$ cat config.mk
export PLATFORM = sky130hd
export DESIGN_NAME = rx_fifo_level
export DESIGN_NICKNAME = d
export VERILOG_FILES = /design/src/rtl/rx_fifo_level_pkg.sv /design/src/rtl/rxfl_store.sv /design/src/rtl/rxfl_flags.sv /design/src/rtl/rxfl_ovr.sv /design/src/rtl/rx_fifo_level.sv
export SDC_FILE = /design/constraint.sdc
export NUM_CORES = 1
export LEC_CHECK = 0
export BUFFER_PORTS_ARGS = -buffer_cell sky130_fd_sc_hd__buf_2
export CORE_ASPECT_RATIO = 0.8
export CORE_MARGIN = 10
export CORE_UTILIZATION = 50
export DETAILED_ROUTE_END_ITERATION = 16
export MAX_ROUTING_LAYER = met4
export PLACE_DENSITY = 0.74
export SLEW_MARGIN = 20
export SYNTH_ARGS = -nofsm -noshare
export SYNTH_HDL_FRONTEND = slang
export SYNTH_SLANG_ARGS = --single-unit
$ cat constraint.sdc
create_clock -name clk -period 1.97 [get_ports clk]
set_input_delay 0.0985 -clock clk [delete_from_list [all_inputs] [get_ports clk]]
set_output_delay 0.0985 -clock clk [all_outputs]
set_load 0.02 [all_outputs]
$ cat src/rtl/rx_fifo_level_pkg.sv
package rx_fifo_level_pkg;

  // Control word field positions
  localparam int TRG_LSB = 7;
  localparam int TRG_W   = 2;
  localparam int FLW_LSB = 9;
  localparam int FLW_W   = 3;

  // Receive trigger level for a trigger field code
  function automatic int unsigned trig_level(input logic [TRG_W-1:0] code);
    int unsigned lvl;
    case (code)
      2'd0:    lvl = 1;
      2'd1:    lvl = 4;
      2'd2:    lvl = 8;
      default: lvl = 14;
    endcase
    return lvl;
  endfunction

  // Flow-control threshold: code 0 is the top level, then 1, then 4 and up in steps of 2
  function automatic int unsigned flow_level(input logic [FLW_W-1:0] code);
    int unsigned lvl;
    if (code == '0)
      lvl = 15;
    else if (code == 3'd1)
      lvl = 1;
    else
      lvl = 2 * int'(code);
    return lvl;
  endfunction

endpackage

$ cat src/rtl/rxfl_store.sv
module rxfl_store #(
  parameter int DW    = 8,
  parameter int DEPTH = 16,
  localparam int AW   = $clog2(DEPTH),
  localparam int CW   = $clog2(DEPTH + 1)
) (
  input  logic          clk,
  input  logic          rst_n,
  input  logic          push,
  input  logic [DW-1:0] din,
  input  logic          pop,
  output logic [DW-1:0] dout,
  output logic [CW-1:0] cnt,
  output logic          drop
);

  localparam logic [CW-1:0] FULL_C = CW'(DEPTH);
  localparam logic [AW-1:0] LAST_I = AW'(DEPTH - 1);

  logic [DW-1:0] mem [DEPTH];
  logic [AW-1:0] wr_idx, wr_idx_n;
  logic [AW-1:0] rd_idx, rd_idx_n;
  logic [CW-1:0] cnt_n;
  logic          empty, full, do_pop, do_push;

  always_comb begin
    empty    = (cnt == '0);
    full     = (cnt == FULL_C);
    do_pop   = pop && !empty;
    do_push  = push && (!full || do_pop);
    drop     = push && !do_push;
    wr_idx_n = wr_idx;
    rd_idx_n = rd_idx;
    cnt_n    = cnt;
    if (do_push)
      wr_idx_n = (wr_idx == LAST_I) ? '0 : wr_idx + AW'(1);
    if (do_pop)
      rd_idx_n = (rd_idx == LAST_I) ? '0 : rd_idx + AW'(1);
    if (do_push && !do_pop)
      cnt_n = cnt + CW'(1);
    else if (do_pop && !do_push)
      cnt_n = cnt - CW'(1);
  end

  always_ff @(posedge clk or negedge rst_n) begin
    if (!rst_n) begin
      wr_idx <= '0;
      rd_idx <= '0;
      cnt    <= '0;
    end else begin
      wr_idx <= wr_idx_n;
      rd_idx <= rd_idx_n;
      cnt    <= cnt_n;
    end
  end

  // Data array: no reset, written only with its enable
  always_ff @(posedge clk) begin
    if (do_push)
      mem[wr_idx] <= din;
  end

  assign dout = empty ? '0 : mem[rd_idx];

  AST_CNT_RANGE: assert property (@(posedge clk) disable iff (!rst_n)
    cnt <= FULL_C);
  AST_PUSH_INC: assert property (@(posedge clk) disable iff (!rst_n)
    push && !pop && (cnt != FULL_C) |=> cnt == $past(cnt) + CW'(1));
  AST_EMPTY_POP: assert property (@(posedge clk) disable iff (!rst_n)
    pop && !push && (cnt == '0) |=> (cnt == '0) && $stable(rd_idx));
  AST_BOTH_HOLD: assert property (@(posedge clk) disable iff (!rst_n)
    push && pop && (cnt != '0) |=> $stable(cnt));

endmodule

$ cat src/rtl/rxfl_flags.sv
module rxfl_flags
  import rx_fifo_level_pkg::*;
#(
  parameter int CW = 5
) (
  input  logic [CW-1:0]    cnt,
  input  logic [TRG_W-1:0] trg_code,
  input  logic [FLW_W-1:0] flw_code,
  output logic             ready,
  output logic             trig,
  output logic             accept
);

  int unsigned trg_lvl, flw_lvl, cnt_u;

  always_comb begin
    cnt_u   = 32'(cnt);
    trg_lvl = trig_level(trg_code);
    flw_lvl = flow_level(flw_code);
    if (cnt_u >= trg_lvl) begin
      trig  = 1'b1;
      ready = 1'b0;
    end else begin
      trig  = 1'b0;
      ready = (cnt_u != 0);
    end
    accept = (cnt_u < flw_lvl);
  end

endmodule

$ cat src/rtl/rxfl_ovr.sv
module rxfl_ovr (
  input  logic clk,
  input  logic rst_n,
  input  logic set,
  input  logic clr,
  output logic flag
);

  logic flag_n;

  always_comb begin
    flag_n = flag;
    if (set)
      flag_n = 1'b1;
    else if (clr)
      flag_n = 1'b0;
  end

  always_ff @(posedge clk or negedge rst_n) begin
    if (!rst_n)
      flag <= 1'b0;
    else
      flag <= flag_n;
  end

  AST_LSR_CLR: assert property (@(posedge clk) disable iff (!rst_n)
    clr && !set |=> !flag);
  AST_SET_WINS: assert property (@(posedge clk) disable iff (!rst_n)
    set |=> flag);

endmodule

$ cat src/rtl/rx_fifo_level.sv
module rx_fifo_level
  import rx_fifo_level_pkg::*;
#(
  parameter int DW    = 8,
  parameter int DEPTH = 16,
  parameter int CTL_W = 12,
  localparam int CW   = $clog2(DEPTH + 1)
) (
  input  logic             clk,
  input  logic             rst_n,
  input  logic             in_vld,
  input  logic [DW-1:0]    in_byte,
  input  logic             cpu_pop,
  output logic [DW-1:0]    cpu_rdata,
  input  logic             ctl_we,
  input  logic [CTL_W-1:0] ctl_wdata,
  output logic [CTL_W-1:0] ctl_rdata,
  input  logic             lsr_rd,
  output logic             lsr_ovr,
  output logic             st_ready,
  output logic             st_trig,
  output logic [CW-1:0]    fill_cnt,
  output logic             rx_accept
);

  localparam logic [CW-1:0] FULL_C = CW'(DEPTH);

  // Reset: asserted asynchronously, released on the clock
  logic rst_meta, rst_sync_n;
  always_ff @(posedge clk or negedge rst_n) begin
    if (!rst_n) begin
      rst_meta   <= 1'b0;
      rst_sync_n <= 1'b0;
    end else begin
      rst_meta   <= 1'b1;
      rst_sync_n <= rst_meta;
    end
  end

  // Control word
  logic [CTL_W-1:0] ctl_q, ctl_n;
  always_comb begin
    ctl_n = ctl_q;
    if (ctl_we)
      ctl_n = ctl_wdata;
  end
  always_ff @(posedge clk or negedge rst_sync_n) begin
    if (!rst_sync_n)
      ctl_q <= '0;
    else
      ctl_q <= ctl_n;
  end
  assign ctl_rdata = ctl_q;

  logic drop;

  rxfl_store #(.DW(DW), .DEPTH(DEPTH)) u_store (
    .clk   (clk),
    .rst_n (rst_sync_n),
    .push  (in_vld),
    .din   (in_byte),
    .pop   (cpu_pop),
    .dout  (cpu_rdata),
    .cnt   (fill_cnt),
    .drop  (drop)
  );

  rxfl_flags #(.CW(CW)) u_flags (
    .cnt      (fill_cnt),
    .trg_code (ctl_q[TRG_LSB +: TRG_W]),
    .flw_code (ctl_q[FLW_LSB +: FLW_W]),
    .ready    (st_ready),
    .trig     (st_trig),
    .accept   (rx_accept)
  );

  rxfl_ovr u_ovr (
    .clk   (clk),
    .rst_n (rst_sync_n),
    .set   (drop),
    .clr   (lsr_rd),
    .flag  (lsr_ovr)
  );

  AST_FLAGS_EXCL: assert property (@(posedge clk) disable iff (!rst_sync_n)
    !(st_ready && st_trig));
  AST_READY_EMPTY: assert property (@(posedge clk) disable iff (!rst_sync_n)
    (fill_cnt == '0) |-> !st_ready && !st_trig);
  AST_ACCEPT_TOP: assert property (@(posedge clk) disable iff (!rst_sync_n)
    (fill_cnt >= CW'(15)) |-> !rx_accept);
  AST_DROP_SETS: assert property (@(posedge clk) disable iff (!rst_sync_n)
    in_vld && !cpu_pop && (fill_cnt == FULL_C) |=> lsr_ovr && (fill_cnt == FULL_C));

endmodule

==> impl_metrics.csv <==
group,metric,value,unit
final_layout,drive_gt1_frac,0.4701,
synth,synth_top_family_by_area,"multiplexers",
floorplanning,num_rows,37,
final_layout,syn_to_final_growth,28.16,%
hold_path,hold_class,"in -> reg",
sta,report.final.slew_viol_count,0,
clock_network,cts.clk_slew.worst_paths,60,ps
power_and_ir_drop,leakage,0.003053,µW
power_and_ir_drop,internal_power,8306,µW
clock_network,cts_buffer_depth,2,
global_route,grt_pass1_vias,3902,
global_route,grt.total_usage,0.1674,
synth,ys_types,47,
synth,synth_fa_ha_area_frac,0.03372,
sta,period_minus_slack,2576,ps
power_and_ir_drop,peakVddDrop,746.7,µV
final_layout,final_util,0.6527,
sta,fmax,0.3882,GHz
global_route,grt_max_degree,27,
drt,drtPass1Iterations,4,
final_layout,nFillCells,849,
synth,synth_nets,403,
synth,yosys-top-cells-count,"edfxtp_1, mux4_2, dfrtp_1",
power_and_ir_drop,power.switching_fraction,0.3380,
critical_path,path_buf_inv,1,
critical_path,critPathLaunchType,"flip-flop",
final_layout,layout.nets,515,
critical_path,cp_slowest_cell,"or4_4",
placement,dp_slack,-619.5,ps
placement,hpwl,8.717,mm
sta,finalClockSkew,12.44,ps
global_route,grtUsageMet3,0.04413,
synth,synth-seq-area-share,0.6958,
synth,synth_edf_count,128,
floorplanning,start_util,0.5093,
floorplanning,core_area,12820,µm²
global_route,met1_usage,0.2049,
sta,rsz0062_at_grt,"yes",
drt,drc,0,
power_and_ir_drop,seqPwrFrac,0.336,
status,outcome,"finished with violations",
synth,synthMuxAreaShare,0.1448,
drt,routed_via_density,5.503,
clock_network,tritoncts_num_sinks,156,
global_route,antenna_found_initial,0,
floorplanning,die_y,122.2,µm
synth,synth_ff_type,"edfxtp_1",
status,violations,"setup timing",
global_route,grt_pass1_wl,21.88,mm
critical_path,cp_max_fo,4,
synth,ys_warn_count,0,
floorplanning,dieArea,18060,µm²
drt,drtIter0Drc,251,
flow_run,maxCapViolations,0,
drt,vias,3632,
global_route,busiest_layer,"met2",
final_layout,multi_input_area,2167,µm²
synth,synthXorXnorAreaFrac,0.008046,
synth,yosysTopAreaCellShare,0.5885,
critical_path,arrival,2870,ps
critical_path,cpPeakStageDelay,580,ps
synth,synth_most_common_cell,"edfxtp_1",
clock_network,cts.htree.levels,4,
floorplanning,io_pins,55,
synth,netlist_top_cells_area,"edfxtp_1, mux4_2, dfrtp_1",
clock_network,cts-root-buf,"clkbuf_16",
power_and_ir_drop,netSwitchingPower,4241,µW
power_and_ir_drop,p_comb_frac,0.418,
power_and_ir_drop,power_frac_clock,0.246,
sta,layout_setup_ws,-606.3,ps
synth,synth_compound_area_frac,0.04885,
critical_path,cpLargestDelayFamily,"compound AO/OA/AOI/OAI gates",
critical_path,endpoint_kind,"flip-flop",
clock_network,cts_tree,"built",
sta,fin_tns_setup,-12710,ps
global_route,use_met2,0.2624,
critical_path,cp_cell_sequence,"or4_4, o21ai_4, ha_4, inv_4, fa_2, a21o_1, a21oi_2, mux2i_1, o31ai_1",
synth,syn_avg_cell_area,18.14,µm²
synth,synthArstFlopShare,0.1795,
synth,ys_ff_latch,156,
synth,yosysTopAreaCell,"edfxtp_1",
sta,hold_violations,0,
floorplanning,die_w,147.8,µm
synth,syn_inst,360,
synth,syn_area,6531,µm²
global_route,overflow,0,
clock_network,cts_buffers,17,
drt,drtAntennaViolNets,0,
final_layout,antennaDiodeCount,0,
sta,setup_viol,71,
placement,gp_congestion,0.8098,
drt,routed_wl,13.99,mm
critical_path,required,2270,ps
synth,synthSimpleGateAreaFrac,0.04923,
clock_network,clkLatencyLatePin,430,ps
power_and_ir_drop,power.density,1499,nW/µm²
placement,portBuffers,54,
final_layout,regArea,4548,µm²
power_and_ir_drop,p_total,12550,µW
sta,finalCritPeriodShare,1.308,
critical_path,worstSetupPathType,"reg -> reg",
drt,wl_per_cell,21.20,µm
cell families (layout without fill, tap and decap cells):
logic type | count (synthesis) | count (layout)
muxes | 53 | 53
and+or+nand+nor | 62 | 62
AOI/OAI and AO/OA | 40 | 40
buffers and inverters | 25 | 150
DFF | 156 | 156
adders and majority gates | 17 | 17
xor gates and xnor gates | 6 | 6
other | 1 | 1
cells in the final DEF, fill, tap and decap left out, types with 9 or more instances in the layout:
master,Yosys,routed
nand2_1,12,12
buf_4,1,31
mux4_2,32,32
dfrtp_1,28,25
buf_6,3,11
clkbuf_16,0,17
edfxtp_1,128,128
buf_2,3,44
ha_1,16,13
dlygate4sd3_1,0,16
and3_4,1,9
mux2_2,11,10
layer usage:
layer	wire, µm	share of wire	up-vias
met2	7097	0.51	95
met5	0	0	-
li1	-	-	1650
met3	899	0.064	10
met1	5831	0.42	1877
met4	165	0.012	0
through the flow:
step                      hold WS (ps)  cell area (µm²)  std cells
after floorplan                 -197.1             6629        360
after global placement          -115.1             7273        605
after detailed placement        -113.5             7273        605
after CTS                        40.46             8139        658
after global routing             49.76             8371        660
final                            48.04             8371        660
power by group through the flow:
| stage | logic [µW] | registers [µW] | clock network, µW |
|---|---|---|---|
| after floorplan | 2780 | 4350 | 0 |
| after global placement | 4120 | 4240 | 0 |
| after detailed placement | 4220 | 4270 | 0 |
| after CTS | 4530 | 4200 | 3140 |
| after global routing | 5640 | 4250 | 3280 |
| final | 5240 | 4220 | 3080 |
worst reg2reg max path, delay by kind of cell, from the launching register on:
| kind | cells | cell delay (ps) |
|---|---|---|
| fa+ha+maj | 2 | 530 |
| mux | 1 | 230 |
| buf+inv | 1 | 40 |
| simple gates | 1 | 580 |
| compound gates | 4 | 680 |
| flops | 1 | 410 |
sequential cells by signal, indices dropped and copies added, names as in the netlist:
signal          cells
u_store.mem       128
ctl_rdata          12
u_store.cnt         5
u_store.rd_idx      4
u_store.wr_idx      4
rst_meta            1
rst_sync_n          1
u_ovr.flag          1
final cells by class:
cell class,instances,area share
Sequential cell,156,0.5433
Multi-Input combinational cell,179,0.2589
Inverter,11,0.005531
Clock buffer,17,0.05082
Timing Repair Buffer,107,0.09880
Clock inverter,15,0.01644
Tap cell,175,0.02616
path summary, 6_finish.rpt:
path,slack (ps),start,cells after the start,end
worst max-delay path,-610,u_store.cnt[0],9,u_store.cnt[4]
worst min-delay path,50,in_byte[2],1,u_store.mem[4][2]
worst max register to register,-610,u_store.cnt[0],9,u_store.cnt[4]
worst min register to register,230,rst_sync_n,1,ctl_rdata[1]
max in group asynchronous,1310,rst_n,3,rst_sync_n
min in group asynchronous,230,rst_sync_n,1,ctl_rdata[1]
what timing repair did:
item / in CTS / in global routing
pin swaps: 9 / 18
hold buffers: 16 / 0
setup buffers: 6 / 3
gates cloned: 0 / 0
resized for setup: 34 / 51
hold endpoints to repair: 15 / 0
setup endpoints to repair: 111 / 111
No activity file was read; power rests on OpenSTA's default activity.
